## src/rtl/tdm_arb_pkg.sv

```systemverilog
package tdm_arb_pkg;

  // Index of the first set bit found searching upward from start, wrapping
  // at n; -1 when no bit of the lower n bits is set.
  function automatic int rr_first(input logic [63:0] mask, input int start, input int n);
    int hit;
    hit = -1;
    for (int k = 0; k < n; k++) begin
      int idx;
      idx = (start + k) % n;
      if (hit < 0 && mask[idx]) hit = idx;
    end
    return hit;
  endfunction

  // Position that follows a winner, wrapping at n.
  function automatic int next_pos(input int win, input int n);
    return (win + 1 >= n) ? 0 : win + 1;
  endfunction

endpackage

```

## src/rtl/tdm_slot_timer.sv

```systemverilog
module tdm_slot_timer #(
  parameter int LEN_W = 8,
  parameter int SLOTS = 16,
  parameter int SLOT_W = $clog2(SLOTS)
) (
  input  logic              clk,
  input  logic              rst_n,
  input  logic [LEN_W-1:0]  slot_len,
  output logic              slot_edge,
  output logic [SLOT_W-1:0] slot_num,
  output logic [SLOT_W-1:0] next_slot
);
  logic [LEN_W-1:0] cyc;
  logic [LEN_W-1:0] eff_len;

  assign eff_len   = (slot_len == '0) ? LEN_W'(1) : slot_len;
  assign slot_edge = (cyc >= eff_len - LEN_W'(1));
  assign next_slot = (slot_num == SLOT_W'(SLOTS - 1)) ? '0 : slot_num + SLOT_W'(1);

  always_ff @(posedge clk) begin
    if (!rst_n) begin
      cyc      <= '0;
      slot_num <= '0;
    end else if (slot_edge) begin
      cyc      <= '0;
      slot_num <= next_slot;
    end else begin
      cyc <= cyc + LEN_W'(1);
    end
  end


  slot_hold_chk: assert property (@(posedge clk) disable iff (!rst_n)
    !slot_edge |=> $stable(slot_num));


  slot_restart_chk: assert property (@(posedge clk) disable iff (!rst_n)
    slot_edge |=> (cyc == '0));

endmodule

```

## src/rtl/tdm_resv_table.sv

```systemverilog
module tdm_resv_table #(
  parameter int SLOTS = 16,
  parameter int IDX_W = 2,
  parameter int SLOT_W = $clog2(SLOTS)
) (
  input  logic              clk,
  input  logic              rst_n,
  input  logic              wr_en,
  input  logic [SLOT_W-1:0] wr_addr,
  input  logic              wr_valid,
  input  logic [IDX_W-1:0]  wr_node,
  input  logic [SLOT_W-1:0] rd_slot,
  output logic              rd_valid,
  output logic [IDX_W-1:0]  rd_node
);
  logic [SLOTS-1:0] ent_valid;
  logic [IDX_W-1:0] ent_node [SLOTS];

  for (genvar g = 0; g < SLOTS; g++) begin : g_entry
    always_ff @(posedge clk) begin
      if (!rst_n) begin
        ent_valid[g] <= 1'b0;
        ent_node[g]  <= '0;
      end else if (wr_en && wr_addr == SLOT_W'(g)) begin
        ent_valid[g] <= wr_valid;
        ent_node[g]  <= wr_node;
      end
    end
  end

  assign rd_valid = ent_valid[rd_slot];
  assign rd_node  = ent_node[rd_slot];


  tbl_store_chk: assert property (@(posedge clk) disable iff (!rst_n)
    (wr_en && wr_addr == rd_slot) |=> (rd_slot != $past(rd_slot)) ||
      (rd_valid == $past(wr_valid)));

endmodule

```

## src/rtl/tdm_rr_picker.sv

```systemverilog
module tdm_rr_picker #(
  parameter int N_NODES = 4,
  parameter int IDX_W = $clog2(N_NODES)
) (
  input  logic [N_NODES-1:0] mask,
  input  logic [IDX_W-1:0]   ptr,
  output logic               hit,
  output logic [IDX_W-1:0]   win,
  output logic [IDX_W-1:0]   ptr_next
);
  import tdm_arb_pkg::*;

  int pick;

  always_comb begin
    pick     = rr_first(64'(mask), int'(ptr), N_NODES);
    hit      = (pick >= 0);
    win      = hit ? IDX_W'(pick) : '0;
    ptr_next = hit ? IDX_W'(next_pos(pick, N_NODES)) : ptr;
  end

endmodule

```

## src/rtl/tdm_slot_arbiter.sv

```systemverilog
module tdm_slot_arbiter #(
  parameter int N_NODES = 4,
  parameter int SLOTS = 16,
  parameter int LEN_W = 8,
  parameter int IDX_W = $clog2(N_NODES),
  parameter int SLOT_W = $clog2(SLOTS)
) (
  input  logic               clk,
  input  logic               rst_n,
  input  logic [LEN_W-1:0]   slot_len,
  input  logic [N_NODES-1:0] req,
  input  logic               tbl_we,
  input  logic [SLOT_W-1:0]  tbl_addr,
  input  logic               tbl_valid,
  input  logic [IDX_W-1:0]   tbl_node,
  output logic [N_NODES-1:0] grant,
  output logic [SLOT_W-1:0]  slot_num
);
  logic               slot_edge;
  logic [SLOT_W-1:0]  next_slot;
  logic               rsv_valid;
  logic [IDX_W-1:0]   rsv_node;
  logic [N_NODES-1:0] req_acc;
  logic [N_NODES-1:0] req_all;
  logic [IDX_W-1:0]   rr_ptr;
  logic               rr_hit;
  logic [IDX_W-1:0]   rr_win;
  logic [IDX_W-1:0]   rr_ptr_next;
  logic               owner_asks;
  logic [N_NODES-1:0] grant_next;

  tdm_slot_timer #(.LEN_W(LEN_W), .SLOTS(SLOTS), .SLOT_W(SLOT_W)) u_timer (
    .clk       (clk),
    .rst_n     (rst_n),
    .slot_len  (slot_len),
    .slot_edge (slot_edge),
    .slot_num  (slot_num),
    .next_slot (next_slot)
  );

  tdm_resv_table #(.SLOTS(SLOTS), .IDX_W(IDX_W), .SLOT_W(SLOT_W)) u_table (
    .clk      (clk),
    .rst_n    (rst_n),
    .wr_en    (tbl_we),
    .wr_addr  (tbl_addr),
    .wr_valid (tbl_valid),
    .wr_node  (tbl_node),
    .rd_slot  (next_slot),
    .rd_valid (rsv_valid),
    .rd_node  (rsv_node)
  );

  tdm_rr_picker #(.N_NODES(N_NODES), .IDX_W(IDX_W)) u_rr (
    .mask     (req_all),
    .ptr      (rr_ptr),
    .hit      (rr_hit),
    .win      (rr_win),
    .ptr_next (rr_ptr_next)
  );

  assign req_all    = req_acc | req;
  assign owner_asks = rsv_valid && req_all[rsv_node];

  always_comb begin
    if (owner_asks)  grant_next = N_NODES'(1) << rsv_node;
    else if (rr_hit) grant_next = N_NODES'(1) << rr_win;
    else             grant_next = '0;
  end

  always_ff @(posedge clk) begin
    if (!rst_n) begin
      grant   <= '0;
      req_acc <= '0;
      rr_ptr  <= '0;
    end else if (slot_edge) begin
      grant   <= grant_next;
      req_acc <= '0;
      if (!owner_asks) rr_ptr <= rr_ptr_next;
    end else begin
      req_acc <= req_all;
    end
  end


  grant_onehot_chk: assert property (@(posedge clk) disable iff (!rst_n)
    $onehot0(grant));


  grant_hold_chk: assert property (@(posedge clk) disable iff (!rst_n)
    !slot_edge |=> $stable(grant));


  idle_zero_chk: assert property (@(posedge clk) disable iff (!rst_n)
    (slot_edge && req_all == '0) |=> (grant == '0));


  resv_owner_chk: assert property (@(posedge clk) disable iff (!rst_n)
    (slot_edge && owner_asks) |=> (grant == (N_NODES'(1) << $past(rsv_node))));


  resv_ptr_chk: assert property (@(posedge clk) disable iff (!rst_n)
    (slot_edge && owner_asks) |=> $stable(rr_ptr));


  grant_has_req_chk: assert property (@(posedge clk) disable iff (!rst_n)
    slot_edge |=> ((grant & $past(req_all)) == grant));

endmodule

```

## config.mk

```make
export PLATFORM = sky130hd
export DESIGN_NAME = tdm_slot_arbiter
export DESIGN_NICKNAME = d
export VERILOG_FILES = /design/src/rtl/tdm_arb_pkg.sv /design/src/rtl/tdm_slot_timer.sv /design/src/rtl/tdm_resv_table.sv /design/src/rtl/tdm_rr_picker.sv /design/src/rtl/tdm_slot_arbiter.sv
export SDC_FILE = /design/constraint.sdc
export NUM_CORES = 1
export LEC_CHECK = 0
export BUFFER_PORTS_ARGS = -buffer_cell sky130_fd_sc_hd__buf_4
export CAP_MARGIN = 20
export CORE_UTILIZATION = 55
export DETAILED_ROUTE_END_ITERATION = 7
export GPL_TIMING_DRIVEN = 1
export PLACE_DENSITY = 0.85
export SLEW_MARGIN = 20
export SYNTH_ARGS = -nofsm -noshare
export SYNTH_HDL_FRONTEND = slang
export SYNTH_HIERARCHICAL = 1
export SYNTH_SLANG_ARGS = --single-unit
```

## constraint.sdc

```tcl
create_clock -name clk -period 8.3 [get_ports clk]
set_clock_uncertainty 0.2 [all_clocks]
set_input_delay 1.66 -clock clk [delete_from_list [all_inputs] [get_ports clk]]
set_output_delay 1.66 -clock clk [all_outputs]
set_load 0.01 [all_outputs]
```

======== After elaboration in Yosys (flattened, before gate mapping) ========
Memories as Yosys holds them, arrays and structs flattened.
Index checks and enable logic that the tools add are counted.
storage, ports and cells
  input port bits ......................... 22
  logic and storage cells ................. 198
  register bits ........................... 38
  output and inout bits ................... 8
  memories ................................ 1
  bits in writable memories ............... 32
memory list
  name              words  bits a word  read ports  clocked after memory_dff  wr ports  RTL line              RTL
  u_table.ent_node  16     2            1           0                         16        tdm_resv_table.sv:17  logic [IDX_W-1:0] ent_node [SLOTS];
operators by class
  bitwise logic cells ..................... 22
  add/subtract/negate cells ............... 7
  muxes and demuxes ....................... 90
  reductions and logical operators ........ 27
  shift-type cells ........................ 2
  equal/unequal tests ..................... 16
  order comparisons ....................... 12
operators by type and width
  kind                                                                                  count
  32-bit 2-to-1 mux                                                                     4
  32-bit by 1-bit less-than comparator with 1-bit output, second input constant         3
  1-bit 2-to-1 mux                                                                      58
  4-bit == test, second input constant                                                  9
  2-bit 2-to-1 mux                                                                      18
  32-bit by 2-bit adder with 32-bit output, second input constant                       1
  32-bit by 1-bit greater-or-equal comparator with 1-bit output, second input constant  1
  32-bit by 4-bit greater-or-equal comparator with 1-bit output, second input constant  1
  3-bit by 8-bit less-than comparator with 1-bit output, second input constant          3
  1-bit logical AND                                                                     20
  4-bit by 3-bit == test with 1-bit output, second input constant                       4
  1-bit OR                                                                              16
  4-bit 2-to-1 mux                                                                      3
  1-bit binary-select mux with 3-bit select                                             3
  8-bit by 1-bit adder with 8-bit output, second input constant                         1
  4-bit by 2-bit == test with 1-bit output, second input constant                       2
  8-bit greater-or-equal comparator                                                     1
  8-bit logical NOT                                                                     1
  8-bit 2-to-1 mux                                                                      1
  2-bit OR reduction                                                                    4
  1-bit by 2-bit << shifter with 4-bit output, first input constant                     2
  8-bit by 1-bit subtractor with 8-bit output, second input constant                    1
  2-bit by 7-bit less-than comparator with 1-bit output, second input constant          1
  4-bit by 5-bit less-than comparator with 1-bit output, second input constant          1
  other kinds (12)                                                                      17

======== Logic depth before layout (Yosys ltp) ========
Gate-level depths: netlist (run 1).
  word-level depth ........................ 19
  depth in mapped cells ................... 17
  depth with buffers taken out ............ 16

======== Modules after synthesis ========
The synthesis (run 1) kept the hierarchy.
modules (own cells, without submodules)
  module            area each (um2)  instances  seq. area each (um2)  cells an instance
  tdm_resv_table    2382.3           1          1281.2                215
  tdm_slot_timer    873.3            1          240.2                 98
  tdm_slot_arbiter  480.5            1          200.2                 55
  tdm_rr_picker     301.5            1          0.0                   40

======== Worst setup path before layout (run 1) ========
No wires, ideal clock.
  path kind ............................... input-to-reg
  start point ............................. in slot_len[2]
  end point ............................... reg rr_ptr[1]
  stages .................................. 16
  required time ........................... 7972 ps
  buffers on the path ..................... 1
  arrival time ............................ 4383 ps
  path slack .............................. 3589 ps
  library setup time ...................... 128 ps
  cells stage by stage .................... or4_4 > nor4_4 > nor2_1 > ha_1 > inv_1 > nor2_1 > xnor2_1 > ha_1 > nand4_1 > o21bai_1 > o21a_1 > inv_1 > clkbuf_1 > and3b_1 > a31oi_1 > o211ai_1
between the ends
  word-level cells in the longest chain between the ends .. 5
RTL lines
  item                                           RTL line                RTL
  from (decl)                                    tdm_slot_arbiter.sv:10  input logic [LEN_W-1:0] slot_len,
  8-bit logical NOT                              tdm_slot_timer.sv:16    assign eff_len = (slot_len == '0) ? LEN_W'(1) : slot_len;
  8-bit 2-to-1 mux *                             tdm_slot_timer.sv:16
  8-bit by 1-bit subtractor with 8-bit output *  tdm_slot_timer.sv:17    assign slot_edge = (cyc >= eff_len - LEN_W'(1));
  8-bit greater-or-equal comparator *            tdm_slot_timer.sv:17
  net slot_edge                                  tdm_slot_arbiter.sv:19  logic slot_edge;
  3-bit AND reduction (no source line) *         -
  to (signal assigned)                           tdm_slot_arbiter.sv:78  if (!owner_asks) rr_ptr <= rr_ptr_next;
  to (decl)                                      tdm_slot_arbiter.sv:25  logic [IDX_W-1:0] rr_ptr;
Mark *: on every way through the listed nets, which the timed path passes. The rest lies on a longest branch.
A chain may end at the register's enable or synchronous reset.

======== Worst setup path after layout (run 1) ========
  start point ............................. in slot_len[2]
  end point ............................... reg grant[1]
between the ends
  word-level cells in the longest chain between the ends .. 4
RTL lines
  item                                           RTL line                RTL
  8-bit logical NOT                              tdm_slot_timer.sv:16
  8-bit 2-to-1 mux *                             tdm_slot_timer.sv:16
  8-bit by 1-bit subtractor with 8-bit output *  tdm_slot_timer.sv:17
  8-bit greater-or-equal comparator *            tdm_slot_timer.sv:17
  net slot_edge                                  tdm_slot_arbiter.sv:19
  to (signal assigned)                           tdm_slot_arbiter.sv:76  grant <= grant_next;
  to (decl)                                      tdm_slot_arbiter.sv:16  output logic [N_NODES-1:0] grant,
Marks and branches as above.

==> results of run 1 <==
[worst register-to-register path, delay by kind of cell (launching register included)]
family / cells / cell delay (ns)
fa+ha+maj: 1 / 0.32
mux: 2 / 1.13
compound gates: 3 / 1.11
flops: 1 / 0.39
simple gates: 2 / 0.40
[power breakdown]
| group | total (mW) | internal, mW | switching (mW) |
|---|---|---|---|
| Sequential | 0.380 | 0.374 | 0.00629 |
| Combinational | 0.0877 | 0.0364 | 0.0512 |
| Clock | 0.304 | 0.170 | 0.134 |
[flip-flops by register name, indices dropped and copies added (netlist names)]
| register | count |
|---|---|
| u_table/ent_valid | 16 |
| u_timer/cyc | 8 |
| grant | 4 |
| rr_ptr | 2 |
| req_acc | 4 |
| u_table/ent_node | 32 |
| u_timer/slot_num | 4 |
[cell type report]
| class | instances | share of cell area, % |
|---|---|---|
| repair buffers | 29 | 4.816 |
| multi-input cells | 302 | 48.10 |
| clock inverters | 7 | 2.159 |
| flip-flops and latches | 70 | 38.08 |
| clock buffers | 9 | 2.740 |
| inverters | 17 | 1.439 |
| well taps | 96 | 2.657 |
[metal layers]
layer	vias up	wire length [um]	track usage [%]
li1	1560	-	-
met4	0	119	8.048
met5	-	0	0
met2	97	4441	44.11
met3	11	477	6.409
met1	1539	3625	28.48
[per-stage QoR]
| stage | area [sq um] | hold slack, ns | utilization [%] | total power [mW] |
|---|---|---|---|---|
| after global routing | 4521 | 0.3116 | 65.10 | 0.7992 |
| after detailed placement | 4290 | 0.2632 | 61.78 | 0.4741 |
| after global placement | 4290 | 0.2624 | 61.78 | 0.4700 |
| after CTS | 4512 | 0.2824 | 64.97 | 0.7767 |
| after floorplan | 4038 | 0.2472 | - | 0.4467 |
| final | 4521 | 0.2839 | 65.10 | 0.7711 |
[worst min-delay path by stage]
stage	endpoint	slack (ns)	cells past startpoint
after floorplan	req_acc[2]$_SDFF_PP0_	0.25	2
after global placement	grant[3]$_SDFFE_PN0P_	0.26	2
after detailed placement	grant[3]$_SDFFE_PN0P_	0.26	2
after CTS	grant[3]$_SDFFE_PN0P_	0.28	2
after global routing	grant[2]$_SDFFE_PN0P_	0.31	2
final	u_table/ent_valid[10]$_SDFFE_PN0P_	0.28	2
[cell usage after synthesis, drive strengths merged, types with 2 or more instances]
cell    instances  area [sq um]
a21oi           8         40.04
a22oi           3         27.52
xnor2           4         35.03
nand3b          3         22.52
and2            4         28.79
mux4           13         322.8
dfxtp          38         760.7
and3            5         32.53
o21ai          40         203.9
a31oi           4         25.02
nand2          23         88.84
o21a            3         22.52
or4             3         31.28
nor2b           8         50.05
nor3b           2         15.01
nand4b          2         17.52
nor3            2         10.01
nor2           51         191.4
nand4           5         31.28
edfxtp         32         960.9
ha             17         212.7
buf             3         21.27
xor2            7         61.31
nand2b          6         45.04
o41ai           5         43.79
o22ai           2         12.51
o211ai          4         30.03
clkbuf         16         70.06
nand3          33         165.2
and3b           4         35.03
nor4            3         33.78
or2             3         18.78
mux2i           6         60.06
inv            16         60.05
a21boi         16         120.1
o21bai          2         15.01
or3             3         18.77
[cells by family after synthesis]
family                   count (synthesis)  share of synthesized area [%]
multiplexers                            19                          9.483
adder cells (fa/ha/maj)                 17                          5.268
flip-flops                              70                          42.64
AND/OR/NAND/NOR                        161                          20.92
AO/OA/AOI/OAI                           94                          15.43
buffers and inverters                   36                          3.873
XOR/XNOR                                11                          2.386
==> flow_summary.yaml, run 1 <==
cells_and_area:
  finish.cell_count_without_fillers: 530
  register_area_sq_um: 1722
  multiInputGateArea_sq_um: 2175
  fin_nets: 468
  area_added_between_synthesis_and_finish_pct: 11.96
  n_fill_cell: 562
  layout.cells.most_common: "nor2_1"
  post_route_cells_drive_above_1_share_pct: 15.44
  layout.cells.most_common_list: "nor2_1 (51), o21ai_0 (38), dfxtp_1 (38)"
  diodes: 0
yosys:
  synth_enable_flop_cells: 32
  netlist_instances: 408
  synth.avg_cell_area_sq_um: 9.896
  syn_area_sq_um: 4038
  synth_sequential_area_ratio_pct: 42.64
  netlist-cell-type-count: 64
  synth_seq_cells: 70
  synth_top_flop_cell: "dfxtp_1"
  synth_fp_nets: 447
  yosys_warnings: 6
  async_flop_share_pct: 0
sta:
  timing.final.crit_share_pct: 56.85
  rsz0062_at_grt: "false"
  worst_slack_ns: 3.582
  worstMarginPinSlew_ns: 0.6579
  setup-violations-final: 0
  final-hold-violation-count: 0
  fin_tns_setup_ns: 0
  final.min_clock_period_ns: 4.718
  slew_viol_final: 0
  max-slew-margin-rel_pct: 56.14
  timing.fmax_mhz: 211.9
clocking:
  cts_buffers: 9
  clock_sinks: 70
  insertion_delay_ns: 0.35
  cts.reportedPaths.clkPinSlew_ns: 0.08
  cts.repair_timing.setup_buffer_count: 0
  htree_num_levels: 3
  cts_hold_repair.buffers: 0
  post_cts_resize_count: 0
  tritoncts_clock_tree: "yes"
  cts_buffer_depth: 2
  clockRootBuffer: "clkbuf_8"
floorplan:
  top_level_ports: 30
  initial_utilization_pct: 58.14
  die_height_um: 87.68
  fp.dieW_um: 87.68
  total_die_area_sq_um: 7688
  row_count: 30
  placeableCoreArea_sq_um: 6944
drt:
  drt-vias-per-instance: 6.051
  postRouteWirelength_um: 8664
  post_drt_wl_per_cell_um: 16.35
  dr_iter_0_viols: 242
  1st_pass_router_iterations: 5
  route.vias.total: 3207
  remaining_drc_errors: 0
  postRouteAntennaNets: 0
placed_design:
  place_congestion: 0.8668
  dp_hpwl_um: 6331
  place_inst: 514
  port_buffers: 29
  place_ws_ns: 3.289
critical_path:
  critical_path_required_ns: 8.34
  crit_buf_inv: 3
  critical_path_class: "in2reg"
  cp.depth: 15
  critPathCaptureType: "register"
  timing.critical_path.fanout_max: 11
  critical_path_arrival_ns: 4.76
  setup.worst_path.start: "slot_len[2]"
  reg2reg_to: "grant[1]$_SDFFE_PN0P_"
  rr_worst_depth: 8
  critPathTopFamily: "simple AND/OR/NAND/NOR gates"
  worstSetupStartpointType: "input pin"
  cell_type_of_the_slowest_stage_on_the_worst_timing_path: "or4_4"
  timing.critical_path.to: "grant[1]$_SDFFE_PN0P_"
  worst-r2r-setup-slack_ns: 4.64
  reg2reg_from: "u_timer/slot_num[0]$_SDFFE_PN0P_"
  timing.critical_path.slowest_cell_delay_ns: 0.57
  crit_path_cell_trace: "buf_4 -> or4_4 -> nor4_4 -> nor2_1 -> ha_1 -> inv_1 -> nor2_1 -> xnor2_1 -> ha_1 -> nand4_1 -> o21bai_1 -> o21a_1 -> inv_1 -> nand3_1 -> o41ai_1"
worst_hold_path:
  hold_path_startpoint: "u_table/ent_valid[10]$_SDFFE_PN0P_"
  min-delay-path-class: "reg2reg"
pwr:
  areal_power_density_over_the_cells_nw_per_um2: 170.6
  vdd_drop_max_v: 0.0001137
  cellLeakagePower_nw: 1.670
grt:
  number_of_global_route_vias_before_repair: 3107
  globalRoute.totalOverflow: 0
  wire_length_of_the_first_global_routing_pass_um: 14190
  grt_max_degree: 58
  globalRouteTotalUtil_pct: 24.52
  initial_antenna_violation_count: 0
run:
  maxCapViolations: 0
outcome:
  outcome: "complete, no violations"
Power figures use the tool's default switching activity.
==> run 2, diff against run 1 <==
- clock period: 8.3 -> 4.9 ns (I/O delays scaled with it)
==> run 2 against run 1 <==
Compared with the run above: die area did not move; power rose by 75%; cell count rose by 0.19%; critical path type unchanged; largest power group unchanged.
==> flow_summary.yaml, run 2 (synthesis gave the netlist of run 1 again) <==
outcome:
  outcome: "complete, no violations"
cells_and_area:
  largest_register_ff_count: 32
  fin_nets: 469
  reg.largest.list: "u_table/ent_node (32), u_table/ent_valid (16), u_timer/cyc (8)"
  diodes: 0
  finalCoreUtilization_pct: 65.33
  layout.cells.most_common_list: "nor2_1 (51), o21ai_0 (38), dfxtp_1 (38)"
  final_design_area_no_fill_sq_um: 4537
  n_fill_cell: 560
  largest_register: "u_table/ent_node"
  layout.cells.most_common: "nor2_1"
  area_added_between_synthesis_and_finish_pct: 12.36
  multiInputGateArea_sq_um: 2166
  post_route_cells_drive_above_1_share_pct: 15.40
  register_area_sq_um: 1722
clocking:
  tritoncts_clock_tree: "yes"
  cts_buffer_depth: 2
  clockRootBuffer: "clkbuf_8"
  clock_sinks: 70
  post_cts_resize_count: 0
  cts_buffers: 9
  insertion_delay_ns: 0.35
  cts.reportedPaths.clkPinSlew_ns: 0.08
  cts_hold_repair.buffers: 0
  cts.repair_timing.setup_buffer_count: 0
  htree_num_levels: 3
drt:
  drt-vias-per-instance: 6.090
  remaining_drc_errors: 0
  post_drt_wl_per_cell_um: 16.63
  dr_iter_0_viols: 154
  route.vias.total: 3234
  1st_pass_router_iterations: 5
  postRouteWirelength_um: 8831
  postRouteAntennaNets: 0
placed_design:
  place_ws_ns: 0.5312
  detailed_place.area_sq_um: 4298
  place_congestion: 0.8707
  dp_hpwl_um: 6313
  port_buffers: 29
floorplan:
  die_height_um: 87.68
  initial_utilization_pct: 58.14
  placeableCoreArea_sq_um: 6944
  row_count: 30
  fp.dieW_um: 87.68
  top_level_ports: 30
  total_die_area_sq_um: 7688
sta:
  timing.final.crit_share_pct: 84.53
  setup-violations-final: 0
  final.min_clock_period_ns: 4.142
  worstMarginPinSlew_ns: 0.8200
  timing.fmax_mhz: 241.4
  fin_tns_setup_ns: 0
  slew_viol_final: 0
  max-slew-margin-rel_pct: 45.16
  worst_slack_ns: 0.7579
  final-hold-violation-count: 0
  rsz0062_at_grt: "false"
critical_path:
  worstSetupStartpointType: "input pin"
  critical_path_class: "in2reg"
  critPathCaptureType: "register"
  worst-r2r-setup-slack_ns: 1.17
  reg2reg_to: "grant[2]$_SDFFE_PN0P_"
  setup.worst_path.start: "slot_len[2]"
  reg2reg_from: "u_timer/slot_num[0]$_SDFFE_PN0P_"
  timing.critical_path.fanout_max: 11
  timing.critical_path.to: "rr_ptr[0]$_SDFFE_PN0P_"
  rr_worst_depth: 9
  critical_path_arrival_ns: 4.16
  critical_path_required_ns: 4.92
grt:
  grt-busiest-layer: "met2"
  use_met1_pct: 28.37
  number_of_global_route_vias_before_repair: 3129
  grt_max_degree: 58
  grt_use_met3_pct: 4.713
  globalRouteTotalUtil_pct: 24.58
  grtUsageMet2_pct: 45.60
  initial_antenna_violation_count: 0
  globalRoute.totalOverflow: 0
  wire_length_of_the_first_global_routing_pass_um: 14280
worst_hold_path:
  min-delay-path-class: "reg2reg"
pwr:
  cellLeakagePower_nw: 1.684
  vdd_drop_max_v: 0.0001800
  areal_power_density_over_the_cells_nw_per_um2: 297.4
  report.power.total_mw: 1.349
run:
  maxCapViolations: 0
## run 2: changes by cell type in the layout (fill, tap and decap cells not counted), sizes merged
| cell | change |
|---|---|
| inv | -1 |
| buf | +1 |
| bufinv | +1 |
| clkbuf | +1 |
| clkinvlp | -1 |
## run 2: cell type report
| class | instances | share of cell area (%) |
|---|---|---|
| Clock inverter | 6 | 2.455 |
| Timing Repair Buffer | 30 | 4.964 |
| Inverter | 17 | 1.434 |
| Clock buffer | 10 | 2.813 |
| Tap cell | 96 | 2.648 |
| Multi-Input combinational cell | 302 | 47.74 |
| Sequential cell | 70 | 37.95 |
## run 2: per-stage QoR
step,instances,hold WS [ns]
4_1_cts,531,0.2804
2_1_floorplan,408,0.2472
6_report,531,0.2806
3_5_place_dp,515,0.2612
5_1_grt,531,0.3011
3_3_place_gp,515,0.2626
## run 2: layer usage
metal | vias up | share of wire (%)
li1 | 1554 | -
met1 | 1586 | 43
met2 | 81 | 52
met3 | 13 | 4.0
met4 | 0 | 1.5
met5 | - | 0
## run 2: critical path, stage by stage
cell	delay, ns
buf_4	0.13
or4_4	0.57
nor4_4	0.18
nor2_1	0.10
ha_1	0.22
inv_1	0.08
nor2_1	0.05
xnor2_1	0.12
ha_1	0.30
nand4_1	0.14
o21bai_1	0.22
o21a_1	0.25
inv_1	0.25
and3b_1	0.23
a31oi_1	0.21
o211ai_1	0.14
## run 2: worst min-delay path by stage
stage                                      start                                end  cells after the start
2_1_floorplan              req_acc[2]$_SDFF_PP0_              req_acc[2]$_SDFF_PP0_                      2
3_3_place_gp               grant[3]$_SDFFE_PN0P_              grant[3]$_SDFFE_PN0P_                      2
3_5_place_dp               grant[3]$_SDFFE_PN0P_              grant[3]$_SDFFE_PN0P_                      2
4_1_cts                    grant[3]$_SDFFE_PN0P_              grant[3]$_SDFFE_PN0P_                      2
5_1_grt        u_table/ent_valid[8]$_SDFFE_PN0P_  u_table/ent_valid[8]$_SDFFE_PN0P_                      2
6_report                   grant[3]$_SDFFE_PN0P_              grant[3]$_SDFFE_PN0P_                      2
## run 2: report_power, final
part / internal, mW / switching (mW)
combinational: 0.0616 / 0.0867
sequential: 0.633 / 0.0104
clock: 0.338 / 0.219
